[src/rtl/gpio_bank_pkg.sv]
package gpio_bank_pkg;
    localparam int WORD_W = 32;
    localparam int AF_W   = 2;

    // Bank order on the bus; index times NREG gives the bank base word.
    typedef enum logic [3:0] {
        K_LEVEL = 4'd0,
        K_DIR   = 4'd1,
        K_SET   = 4'd2,
        K_CLR   = 4'd3,
        K_RSV0  = 4'd4,
        K_RSV1  = 4'd5,
        K_RSV2  = 4'd6,
        K_ALT   = 4'd7,
        K_NONE  = 4'd15
    } reg_kind_e;
endpackage

[src/rtl/gpio_in_sync.sv]
module gpio_in_sync #(
    parameter int WIDTH = 96
) (
    input  logic             clk,
    input  logic             rst_n,
    input  logic [WIDTH-1:0] d,
    output logic [WIDTH-1:0] q
);
    logic [WIDTH-1:0] meta_q;
    logic [WIDTH-1:0] sync_q;

    always_ff @(posedge clk) begin
        if (!rst_n) begin
            meta_q <= '0;
            sync_q <= '0;
        end else begin
            meta_q <= d;
            sync_q <= meta_q;
        end
    end

    assign q = sync_q;
endmodule

[src/rtl/gpio_addr_decode.sv]
module gpio_addr_decode
    import gpio_bank_pkg::*;
#(
    parameter int NREG   = 3,
    parameter int ADDR_W = 5,
    parameter int IDX_W  = 3
) (
    input  logic [ADDR_W-1:0] addr,
    output reg_kind_e         kind,
    output logic [IDX_W-1:0]  idx
);
    localparam int ALT_BASE = 7 * NREG;
    localparam int WORDS    = 9 * NREG;

    always_comb begin
        kind = K_NONE;
        idx  = '0;
        if (int'(addr) < ALT_BASE) begin
            kind = reg_kind_e'(4'(int'(addr) / NREG));
            idx  = IDX_W'(int'(addr) % NREG);
        end else if (int'(addr) < WORDS) begin
            kind = K_ALT;
            idx  = IDX_W'(int'(addr) - ALT_BASE);
        end
    end
endmodule

[src/rtl/gpio_pin_word.sv]
module gpio_pin_word
    import gpio_bank_pkg::*;
(
    input  logic                   clk,
    input  logic                   rst_n,
    input  logic                   wr_dir,
    input  logic                   wr_set,
    input  logic                   wr_clr,
    input  logic                   wr_alt_lo,
    input  logic                   wr_alt_hi,
    input  logic [WORD_W-1:0]      wdata,
    output logic [WORD_W-1:0]      dir_q,
    output logic [WORD_W-1:0]      out_q,
    output logic [AF_W*WORD_W-1:0] alt_q
);
    logic [WORD_W-1:0] set_mask;
    logic [WORD_W-1:0] clr_mask;

    assign set_mask = wr_set ? wdata : '0;
    assign clr_mask = wr_clr ? wdata : '0;

    always_ff @(posedge clk) begin
        if (!rst_n) begin
            dir_q <= '0;
            out_q <= '0;
            alt_q <= '0;
        end else begin
            if (wr_dir)
                dir_q <= wdata;
            out_q <= (out_q | set_mask) & ~clr_mask;
            if (wr_alt_lo)
                alt_q[WORD_W-1:0] <= wdata;
            if (wr_alt_hi)
                alt_q[AF_W*WORD_W-1:WORD_W] <= wdata;
        end
    end

    AST_SET_DRIVES_HIGH: assert property (@(posedge clk) disable iff (!rst_n)
        wr_set |=> ((out_q & $past(wdata)) == $past(wdata)));
    AST_CLR_DRIVES_LOW: assert property (@(posedge clk) disable iff (!rst_n)
        wr_clr |=> ((out_q & $past(wdata)) == '0));
    AST_OUT_HOLDS: assert property (@(posedge clk) disable iff (!rst_n)
        (!wr_set && !wr_clr) |=> $stable(out_q));
    AST_DIR_HOLDS: assert property (@(posedge clk) disable iff (!rst_n)
        !wr_dir |=> $stable(dir_q));
endmodule

[src/rtl/gpio_bank_regs.sv]
module gpio_bank_regs
    import gpio_bank_pkg::*;
#(
    parameter int NPINS  = 96,
    parameter int ADDR_W = $clog2(9 * NPINS / 32)
) (
    input  logic                  clk,
    input  logic                  rst_n,
    input  logic [ADDR_W-1:0]     bus_addr,
    input  logic                  bus_we,
    input  logic [31:0]           bus_wdata,
    output logic [31:0]           bus_rdata,
    input  logic [NPINS-1:0]      pin_in,
    output logic [NPINS-1:0]      pin_out,
    output logic [NPINS-1:0]      pin_oe,
    output logic [2*NPINS-1:0]    pin_alt
);
    localparam int NREG  = NPINS / WORD_W;
    localparam int IDX_W = $clog2(2 * NREG);
    localparam int NSTB  = 5;

    reg_kind_e           dec_kind;
    logic [IDX_W-1:0]    dec_idx;
    logic [NPINS-1:0]    level_s;
    logic [NREG*NSTB-1:0] strobes;
    logic [WORD_W-1:0]   rd_next;

    gpio_in_sync #(.WIDTH(NPINS)) u_sync (
        .clk   (clk),
        .rst_n (rst_n),
        .d     (pin_in),
        .q     (level_s)
    );

    gpio_addr_decode #(.NREG(NREG), .ADDR_W(ADDR_W), .IDX_W(IDX_W)) u_dec (
        .addr (bus_addr),
        .kind (dec_kind),
        .idx  (dec_idx)
    );

    for (genvar w = 0; w < NREG; w++) begin : g_word
        logic s_dir, s_set, s_clr, s_alo, s_ahi;
        assign s_dir = bus_we && (dec_kind == K_DIR) && (dec_idx == IDX_W'(w));
        assign s_set = bus_we && (dec_kind == K_SET) && (dec_idx == IDX_W'(w));
        assign s_clr = bus_we && (dec_kind == K_CLR) && (dec_idx == IDX_W'(w));
        assign s_alo = bus_we && (dec_kind == K_ALT) && (dec_idx == IDX_W'(2 * w));
        assign s_ahi = bus_we && (dec_kind == K_ALT) && (dec_idx == IDX_W'(2 * w + 1));
        assign strobes[w*NSTB +: NSTB] = {s_dir, s_set, s_clr, s_alo, s_ahi};

        gpio_pin_word u_word (
            .clk       (clk),
            .rst_n     (rst_n),
            .wr_dir    (s_dir),
            .wr_set    (s_set),
            .wr_clr    (s_clr),
            .wr_alt_lo (s_alo),
            .wr_alt_hi (s_ahi),
            .wdata     (bus_wdata),
            .dir_q     (pin_oe[w*WORD_W +: WORD_W]),
            .out_q     (pin_out[w*WORD_W +: WORD_W]),
            .alt_q     (pin_alt[w*AF_W*WORD_W +: AF_W*WORD_W])
        );
    end

    always_comb begin
        rd_next = '0;
        unique case (dec_kind)
            K_LEVEL: rd_next = level_s[int'(dec_idx)*WORD_W +: WORD_W];
            K_DIR:   rd_next = pin_oe[int'(dec_idx)*WORD_W +: WORD_W];
            K_ALT:   rd_next = pin_alt[int'(dec_idx)*WORD_W +: WORD_W];
            default: rd_next = '0;
        endcase
    end

    always_ff @(posedge clk) begin
        if (!rst_n)
            bus_rdata <= '0;
        else
            bus_rdata <= rd_next;
    end

    AST_ONE_STROBE: assert property (@(posedge clk) disable iff (!rst_n)
        $onehot0(strobes));
    AST_WO_READ_ZERO: assert property (@(posedge clk) disable iff (!rst_n)
        (dec_kind == K_SET || dec_kind == K_CLR) |=> (bus_rdata == '0));
    AST_RSVD_READ_ZERO: assert property (@(posedge clk) disable iff (!rst_n)
        (dec_kind == K_RSV0 || dec_kind == K_RSV1 || dec_kind == K_RSV2 ||
         dec_kind == K_NONE) |=> (bus_rdata == '0));
    AST_LEVEL_WRITE_IGNORED: assert property (@(posedge clk) disable iff (!rst_n)
        (bus_we && dec_kind == K_LEVEL) |=>
        ($stable(pin_out) && $stable(pin_oe) && $stable(pin_alt)));
endmodule

[config.mk]
export PLATFORM = sky130hd
export DESIGN_NAME = gpio_bank_regs
export DESIGN_NICKNAME = d
export VERILOG_FILES = /design/src/rtl/gpio_bank_pkg.sv /design/src/rtl/gpio_in_sync.sv /design/src/rtl/gpio_addr_decode.sv /design/src/rtl/gpio_pin_word.sv /design/src/rtl/gpio_bank_regs.sv
export SDC_FILE = /design/constraint.sdc
export NUM_CORES = 1
export LEC_CHECK = 0
export BUFFER_PORTS_ARGS = -buffer_cell sky130_fd_sc_hd__buf_2
export CAP_MARGIN = 40
export CORE_ASPECT_RATIO = 1.1
export CORE_MARGIN = 5
export CORE_UTILIZATION = 47
export DETAILED_ROUTE_END_ITERATION = 6
export PLACE_DENSITY = 0.86
export SYNTH_ARGS = -nofsm -noshare
export SYNTH_HDL_FRONTEND = slang
export SYNTH_SLANG_ARGS = --single-unit
[constraint.sdc]
create_clock -name clk -period 5.9 [get_ports clk]
set_clock_uncertainty 0.2 [all_clocks]
set_input_delay 0.885 -clock clk [delete_from_list [all_inputs] [get_ports clk]]
set_output_delay 0.885 -clock clk [all_outputs]
set_load 0.005 [all_outputs]
# After elaboration in Yosys (flattened, before gate mapping)

Index checks and enable logic that the tools add are counted.

Bits in registers: 608
Bits of input ports: 136
Output and inout bits: 416
Logic and storage cells: 73

$add $sub $neg: 1
Divide/modulo/power cells: 2
$lt $le $gt $ge: 2
Equality and inequality tests: 9
Shift-type cells: 3
Multiplexer cells: 11
Bitwise logic cells: 9
Reductions and logical operators: 21

Operators with widths:

| kind                   | number |
|---|---|
| $mux W32               | 6 |
| $shiftx A192 B9 Y32    | 1 |
| $shiftx A96 B9 Y32     | 2 |
| $and A32 B32 Y32       | 3 |
| $not A32 Y32           | 3 |
| $or A32 B32 Y32        | 3 |
| $pmux W32 S3           | 1 |
| $div A6 B3 Y32 const B | 1 |
| $mod A6 B3 Y32 const B | 1 |
| $logic_and A1 B1 Y1    | 19 |
| $lt A5 B5 Y1 const B   | 2 |
| $eq A4 B2 Y1 const B   | 2 |
| $mux W4                | 2 |
| $eq A3 B2 Y1 const B   | 2 |
| $eq A3 B3 Y1 const B   | 2 |
| $mux W3                | 2 |
| $eq A4 B1 Y1 const B   | 1 |
| $eq A4 B3 Y1 const B   | 1 |
| $logic_not A4 Y1       | 1 |
| $eq A3 B1 Y1 const B   | 1 |
| $logic_not A3 Y1       | 1 |
| $sub A3 B3 Y3 const B  | 1 |

# Longest topological paths before layout

Gate-level depths: netlist (run 1).

Word-level depth: 9
Mapped depth: 24
Gate-level depth less buffers: 17

# By module

Synthesis (run 1) repeated with hierarchy kept, for this count alone.

Cells, all modules: 2283
Area, all modules: 24310.8 um2

Modules (own cells, without submodules):

| module           | instances | cells an instance | area each (um2) | seq. area each (um2) |
|---|---|---|---|---|
| gpio_pin_word    | 3         | 417               | 4694.5          | 2562.5 |
| gpio_in_sync     | 1         | 405               | 5275.1          | 3843.7 |
| gpio_bank_regs   | 1         | 563               | 4485.6          | 640.6 |
| gpio_addr_decode | 1         | 64                | 466.7           | 0.0 |

# Worst setup path before layout (run 1)

No wires, ideal clock.

Path type: input to register
Start point: input bus_addr[3]
End point: register bus_rdata[15]
Library setup time: 120 ps
Arrival time: 5559 ps
Required time: 5580 ps
Setup slack: 21 ps
Stages on the path: 23
Path buffers: 6
Path through: buf_2 -> clkbuf_1 -> clkbuf_1 -> ha_1 -> nor2b_1 -> o22ai_1 -> or2_1 -> buf_6 -> ha_1 -> a31oi_1 -> o311a_2 -> xnor2_1 -> inv_1 -> ha_1 -> or3_1 -> a2111o_1 -> and3_1 -> o221ai_2 -> nand2b_1 -> buf_2 -> clkbuf_1 -> a311oi_1 -> a211o_1

Word-level cells in the longest chain between the ends: 5
Elaborated cells on any way between the ends: 15
Those cells by class: div: 2; order compare: 2; eq/ne: 2; shift: 3; mux: 5; reduce/logical: 1

RTL lines:

| what                                                   | RTL line             | RTL |
|---|---|---|
| from (decl)                                            | gpio_bank_regs.sv:9  | `input logic [ADDR_W-1:0] bus_addr,` |
| branches (longest 4 deep; another with $mod A6 B3 Y32) | n/a                  |  |
| $pmux W32 S3 (*)                                       | gpio_bank_regs.sv:67 | `unique case (dec_kind)` |
| to (signal assigned)                                   | gpio_bank_regs.sv:79 | `bus_rdata <= rd_next;` |
| to (decl)                                              | gpio_bank_regs.sv:12 | `output logic [31:0] bus_rdata,` |

Every way passes the cells marked *.
A chain may end at the register's enable or synchronous reset.

# Worst setup path after layout (run 1)

Start point: input bus_addr[4]
End point: register g_word[2].u_word.out_q[31]

Word-level cells in the longest chain between the ends: 9
Elaborated cells on any way between the ends: 20
Those cells by class: div: 2; order compare: 2; eq/ne: 3; mux: 6; bitwise: 3; reduce/logical: 4

RTL lines:

| what                                                   | RTL line            | RTL |
|---|---|---|
| branches (longest 8 deep; another with $div A6 B3 Y32) | n/a                 |  |
| $and A32 B32 Y32 (*)                                   | gpio_pin_word.sv:30 | `out_q <= (out_q \| set_mask) & ~clr_mask;` |
| to (signal assigned)                                   | gpio_pin_word.sv:30 |  |
| to (decl)                                              | gpio_pin_word.sv:13 | `output logic [WORD_W-1:0] out_q,` |

Marks and branches as above.

==> results of run 1 <==
-- worst max-delay path by stage --
stage	from	end	slack, ns	cells past startpoint
CTS	bus_addr[4]	g_word[2].u_word.out_q[31]$_SDFF_PN0_	0.61	20
finish	bus_addr[4]	g_word[2].u_word.out_q[31]$_SDFF_PN0_	0.48	20
global route	bus_addr[4]	g_word[2].u_word.out_q[31]$_SDFF_PN0_	0.21	20
detailed placement	bus_addr[4]	g_word[0].u_word.out_q[13]$_SDFF_PN0_	0.09	20
global placement	bus_addr[3]	g_word[0].u_word.alt_q[24]$_SDFFE_PN0P_	0.12	18
floorplan	bus_addr[3]	bus_rdata[15]$_SDFF_PN0_	0.02	23
-- worst max-delay path, cell delays in order --
cell and delay [ns]:
buf_2 0.11, ha_1 0.34, nor2b_1 0.20, o22ai_1 0.14, or2_1 0.24, ha_1 0.22, a31oi_1 0.23, o311a_2 0.24
xnor2_1 0.15, inv_1 0.07, ha_1 0.28, a2111oi_4 0.29, a31oi_1 0.23, or2_2 0.38, buf_4 0.29, buf_4 0.29
nor4_4 0.25, buf_4 0.39, a21oi_1 0.15, a211oi_1 0.29
-- synthesized netlist by cell type, drive strengths merged, types with 5 or more instances --
library cell | n | share of area [%]
a22oi | 7 | 0.23
nor4 | 15 | 1.1
o32a | 26 | 1.1
dfxtp | 608 | 53
o32ai | 5 | 0.19
o21ai | 34 | 0.73
inv | 6 | 0.097
a31oi | 6 | 0.16
and3 | 6 | 0.18
nor2 | 199 | 3.3
a211oi | 153 | 5.0
clkbuf | 153 | 2.5
a221oi | 5 | 0.19
a21oi | 205 | 4.4
and2 | 219 | 5.9
nand2 | 230 | 3.7
mux2i | 223 | 9.7
ha | 6 | 0.32
nor3 | 5 | 0.11
a32oi | 24 | 0.91
a22o | 57 | 2.2
nand3 | 10 | 0.22
a221o | 24 | 1.0
buf | 75 | 2.2
-- layout make-up --
type	count	area (um2)
antenna	5	12.5
clock buffer	82	1700
clock inverter	25	383
fill	4106	20300
inverter	7	33.8
multi-input combinational	1512	9980
sequential	608	12200
tap	652	816
timing repair buffer	635	3560
-- cell families (layout without fill, tap and decap cells) --
logic type / Yosys count / after routing
mux: 226 / 226
compound gates: 573 / 573
simple gates: 705 / 705
flops: 608 / 608
buf+inv: 235 / 749
xor+xnor: 2 / 2
fa+ha+maj: 6 / 6
other cells: 0 / 5
-- sequential cells by signal, indices dropped and copies added, names as in the netlist --
| register | flops |
|---|---|
| u_sync.meta_q | 96 |
| g_word.u_word.alt_q | 192 |
| g_word.u_word.dir_q | 96 |
| u_sync.q | 96 |
| bus_rdata | 32 |
| g_word.u_word.out_q | 96 |
-- layer usage --
metal,routed length [um],global-route usage [%],vias up
li1,-,-,9205
met1,34200,39.1,9968
met2,39100,47.9,1293
met3,8590,7.21,240
met4,4270,13.1,2
met5,7,0,-
-- power breakdown --
part / total (uW) / switching, uW / internal [uW]
clock network: 4020 / 1640 / 2380
registers: 4260 / 48.4 / 4210
logic: 968 / 655 / 313
total: 9240 / 2340 / 6900
-- through the flow --
step                instances  instance area, um2  worst slack (ns)  power, uW
CTS                      3521               28700             0.611       9250
finish                   3526               28700             0.482       9240
global route             3526               28700             0.214       9500
global placement         3411               26500             0.117       5270
detailed placement       3414               26600            0.0891       5280
floorplan                2355               23200            0.0214       4880
==> results.cfg, run 1 <==
[route]
drtIter0Drc = 2337
vias = 20700
drt_pass1_iterations = 6
vias_per_cell = 5.87
wl_per_cell_um = 24.5
ant_nets = 0
drc = 0
wirelength_mm = 86.2

[synthesis]
syn-cell-area_um2 = 23200
synth_seq_cells = 608
syn_inst = 2355
synth_compound_area_share_pct = 17.2
synth.avg_cell_area_um2 = 9.84
synth_cell_types = 67
synth-simple-area-share_pct = 15.2
synthAdderAreaFrac_pct = 0.324
seq_area_frac_synth_pct = 52.5
synth_xor_area_share_pct = 0.157
async_reset_ff_share_pct = 0
synth_edf_count = 0
synthMuxAreaShare_pct = 9.83
synth_top_family_by_area = compound AO/OA/AOI/OAI gates
syn-num-nets = 2497
yosys_warnings = 0
yosys_most_used_dff = dfxtp_1

[cells_and_area]
layout_common_cells = dfxtp_1 (608), buf_2 (550), nand2_1 (229)
final_core_util_pct = 58.6
area_growth_pct = 23.7
final_common_cell = dfxtp_1
layout-drive-gt1-share_pct = 26.9
final_nets = 2965

[clock_network]
clock_sinks = 608
insertion_delay_ns = 0.62
cts_setup_buffers = 0
cts_buffers = 59
clkTransAtPathRegs_ns = 0.07
cts_buffer_depth = 3
htreeDepth = 2
cts_tree = yes
cts_root_buffer = clkbuf_16
cts.repair.resized = 0
holdBufCountCts = 0

[grt]
grtUsageTotal_pct = 30.1
grt_max_degree = 129
grt_pass1_wl_mm = 126
grt_pass1_vias = 20000
overflow = 0
antenna_found_initial = 6

[die]
initial_core_util_pct = 47.4
coreArea_um2 = 48900
die_w_um = 222
die_h_um = 243
ios = 552
fp.dieArea_um2 = 53900
num_rows = 85

[timing]
hold_viol = 0
hold_ws_ns = 0.228
setup_viol = 0
fin_crit_ns = 5.42
worst_pin_slew_ns = 0.931
slew_headroom_pct = 37.9
fin_crit_sh_pct = 91.8
setup_tns_ns = 0
slew_viol_final = 0
fmax_ghz = 0.185
rsz0062_at_grt = false

[status]
status = finished clean

[min_path]
hold_depth = 1
hold_path.class = reg2reg
worstHoldStart = u_sync.meta_q[28]$_SDFF_PN0_
min_to = u_sync.q[28]$_SDFF_PN0_

[worst_setup_path]
r2r_end = bus_rdata[8]$_SDFF_PN0_
r2r_start = g_word[2].u_word.dir_q[8]$_SDFFE_PN0P_
crit_fanout = 22
end_kind = flop
crit_required_ns = 6.17
critPathKind = in2reg
start_kind = primary input
worstRegToRegCells = 5
worstPathArrival_ns = 5.69
r2r_slack_ns = 4.26

[power]
peakVddDrop_uv = 307
p_leak_uw = 0.0121
power.density_nw_per_um2 = 322

[run]
drv_cap = 0

[placement]
dp_hpwl_mm = 57.6
io_buffers = 551
gp_congestion = 0.886
Power figures use the tool's default switching activity.
==> run 2, diff against run 1 <==
--- a/config.mk
+++ b/config.mk
@@ -5,13 +5,16 @@
 export SDC_FILE = /design/constraint.sdc
 export NUM_CORES = 1
 export LEC_CHECK = 0
-export BUFFER_PORTS_ARGS = -buffer_cell sky130_fd_sc_hd__buf_2
+export ABC_AREA = 1
 export CAP_MARGIN = 40
+export CELL_PAD_IN_SITES_DETAIL_PLACEMENT = 1
+export CELL_PAD_IN_SITES_GLOBAL_PLACEMENT = 1
 export CORE_ASPECT_RATIO = 1.1
 export CORE_MARGIN = 5
-export CORE_UTILIZATION = 47
+export CORE_UTILIZATION = 41
 export DETAILED_ROUTE_END_ITERATION = 6
-export PLACE_DENSITY = 0.86
+export DONT_BUFFER_PORTS = 1
+export PLACE_DENSITY = 0.87
 export SYNTH_ARGS = -nofsm -noshare
 export SYNTH_HDL_FRONTEND = slang
 export SYNTH_SLANG_ARGS = --single-unit
==> run 2 against run 1 <==
Area after synthesis up 1.2%. Routed wire length up 15%. Largest cell class unchanged. Setup slack improved by 0.52 ns. Final cell count grew 8.4%. Total power rose by 4.6%. Utilization down 13 points. First-iteration DRC count down 9.9%. Via count rose by 6.1%. Highest routed layer is now met4.
==> results.cfg, run 2 <==
[status]
status = finished clean

[route]
top_layer = met4
vias = 22000
met1_length_mm = 41.4
met2WireLength_mm = 42.5
vias_per_cell = 5.75
ant_nets = 0
wirelength_mm = 98.9
wl_met3_mm = 9.62
drtIter0Drc = 2106
drt_pass1_iterations = 6
drc = 0
wl_per_cell_um = 25.9

[worst_setup_path]
startpoint = bus_addr[4]
end_kind = flop
worstPathArrival_ns = 5.19
crit_fanout = 16
crit_required_ns = 6.19
r2r_start = g_word[0].u_word.alt_q[10]$_SDFFE_PN0P_
start_kind = primary input
worstRegToRegCells = 6
critPathKind = in2reg
r2r_slack_ns = 4.19
r2r_end = bus_rdata[10]$_SDFF_PN0_
crit_path_end = g_word[1].u_word.out_q[2]$_SDFF_PN0_

[timing]
fin_crit_sh_pct = 83.1
hold_viol = 0
rsz0062_at_grt = false
setup_viol = 0
slew_headroom_pct = 41.3
setup_tns_ns = 0
fin_crit_ns = 4.90
fmax_ghz = 0.204
worst_pin_slew_ns = 0.880
slew_viol_final = 0

[run]
drv_cap = 0

[synthesis]
synth_cell_types = 33
synth.avg_cell_area_um2 = 7.47
syn_inst = 3142
synth_most_common_cell = nand2_1
syn-cell-area_um2 = 23500
netlist_top_cells_area = dfxtp_1 (52%), nand2_1 (10%), a21oi_1 (8.3%)
yosys_most_used_dff = dfxtp_1
async_reset_ff_share_pct = 0
synth_seq_cells = 608
synth.top_cell.area_share_pct = 51.9
syn-num-nets = 3284
yosys_warnings = 0
yosys.area.top_type = dfxtp_1
synth_edf_count = 0
synth_common_cells = nand2_1 (648), dfxtp_1 (608), a21oi_1 (388)
seq_area_frac_synth_pct = 51.9

[power]
p_comb_share_pct = 9.7
pwr-share-clk_pct = 44.8
p_leak_uw = 0.0118
p_int_uw = 7030
seqPwrFrac_pct = 45.5
p_sw_share_pct = 27.2
peakVddDrop_uv = 220
switchingPower_uw = 2630
power.density_nw_per_um2 = 368

[die]
ios = 552
die_h_um = 261
initial_core_util_pct = 41.2
die_w_um = 238
fp.dieArea_um2 = 62100
coreArea_um2 = 57000
num_rows = 92

[clock_network]
clock_sinks = 608
holdBufCountCts = 0
cts.repair.resized = 0
clkTransAtPathRegs_ns = 0.06
cts_buffers = 66
cts_setup_buffers = 0
cts_tree = yes
cts_root_buffer = clkbuf_16
cts_buffer_depth = 3
htreeDepth = 3
insertion_delay_ns = 0.62

[cells_and_area]
layout-drive-gt1-share_pct = 6.71
area_growth_pct = 11.9
final_common_cell = nand2_1
final_nets = 3164
largest_reg_flops = 192
fillCellCount = 6995
top_register = g_word.u_word.alt_q
final_core_util_pct = 46.1
layout_common_cells = nand2_1 (645), dfxtp_1 (608), a21oi_1 (388)

[grt]
grt_pass1_wl_mm = 143
overflow = 0
antenna_found_initial = 0
grt_pass1_vias = 21600
grtUsageTotal_pct = 30.1
grt_max_degree = 489

[placement]
io_buffers = 0
dp_hpwl_mm = 68.5
gp_congestion = 0.943

[min_path]
hold_path.class = in2reg
## run 2: metrics by stage
step	instance area [um2]	total power [uW]	instances	setup slack, ns	hold WS, ns
floorplan	23500	5020	3142	1.55	0.190
global placement	24000	5370	3705	0.672	0.194
detailed placement	24000	5400	3706	0.397	0.199
CTS	26200	9700	3821	1.03	0.133
global route	26200	9970	3821	0.461	0.155
finish	26200	9660	3822	1.00	0.167
## run 2: power by group through the flow
stage          registers, uW  clock network [uW]  logic, uW
6_report                4400                4330        937
5_1_grt                 4410                4560       1010
4_1_cts                 4400                4380        926
3_5_place_dp            4480                   0        915
3_3_place_gp            4480                   0        889
2_1_floorplan           4410                   0        613
## run 2: final cells by class
cell class	instances	area, um2	area share (%)
diodes	1	2.50	0.00953
clock buffers	89	1920	7.32
clock inverters	26	327	1.24
inverters	302	1140	4.33
multi-input cells	1995	9260	35.3
flip-flops and latches	608	12200	46.4
well taps	752	941	3.58
repair buffers	49	493	1.88
## run 2: worst min path at each step
stage                                             from                            to  slack [ns]  cells past startpoint
final                                       pin_in[20]  u_sync.meta_q[20]$_SDFF_PN0_        0.17                      2
after floorplan            u_sync.meta_q[0]$_SDFF_PN0_        u_sync.q[0]$_SDFF_PN0_        0.19                      2
after global routing                        pin_in[53]  u_sync.meta_q[53]$_SDFF_PN0_        0.15                      2
after CTS                                   pin_in[20]  u_sync.meta_q[20]$_SDFF_PN0_        0.13                      2
after global placement     u_sync.meta_q[6]$_SDFF_PN0_        u_sync.q[6]$_SDFF_PN0_        0.19                      2
after detailed placement  u_sync.meta_q[22]$_SDFF_PN0_       u_sync.q[22]$_SDFF_PN0_        0.20                      2
## run 2: cells by family after synthesis
| logic type | after synthesis | synth area share (%) |
|---|---|---|
| buffers and inverters | 539 | 8.96 |
| adder cells (fa/ha/maj) | 6 | 0.320 |
| AO/OA/AOI/OAI | 753 | 16.7 |
| flip-flops | 608 | 51.9 |
| AND/OR/NAND/NOR | 1234 | 22.1 |
| XOR/XNOR | 2 | 0.0747 |
## run 2: critical path, cell delays in order
cell,delay (ns)
ha_1,0.26
inv_1,0.04
nand2_1,0.04
nand2_1,0.08
nand3_1,0.12
nand2_1,0.11
nand2_1,0.10
inv_1,0.06
ha_1,0.19
inv_1,0.07
nand3_2,0.11
nor2_4,0.15
nand2_2,0.13
xor2_1,0.16
inv_1,0.08
ha_1,0.18
inv_1,0.12
nand3_2,0.17
nor2_4,0.16
nand3_1,0.14
nand2_4,0.14
nand2_1,0.19
nor2_2,0.35
nand2_1,0.50
buf_4,0.37
o21ai_0,0.20
nor2_1,0.08
## run 2: layer usage
metal	track usage, %	vias up
met5	0	-
met4	14.6	0
met3	8.73	272
met2	45.0	1113
met1	40.1	10700
li1	-	9856
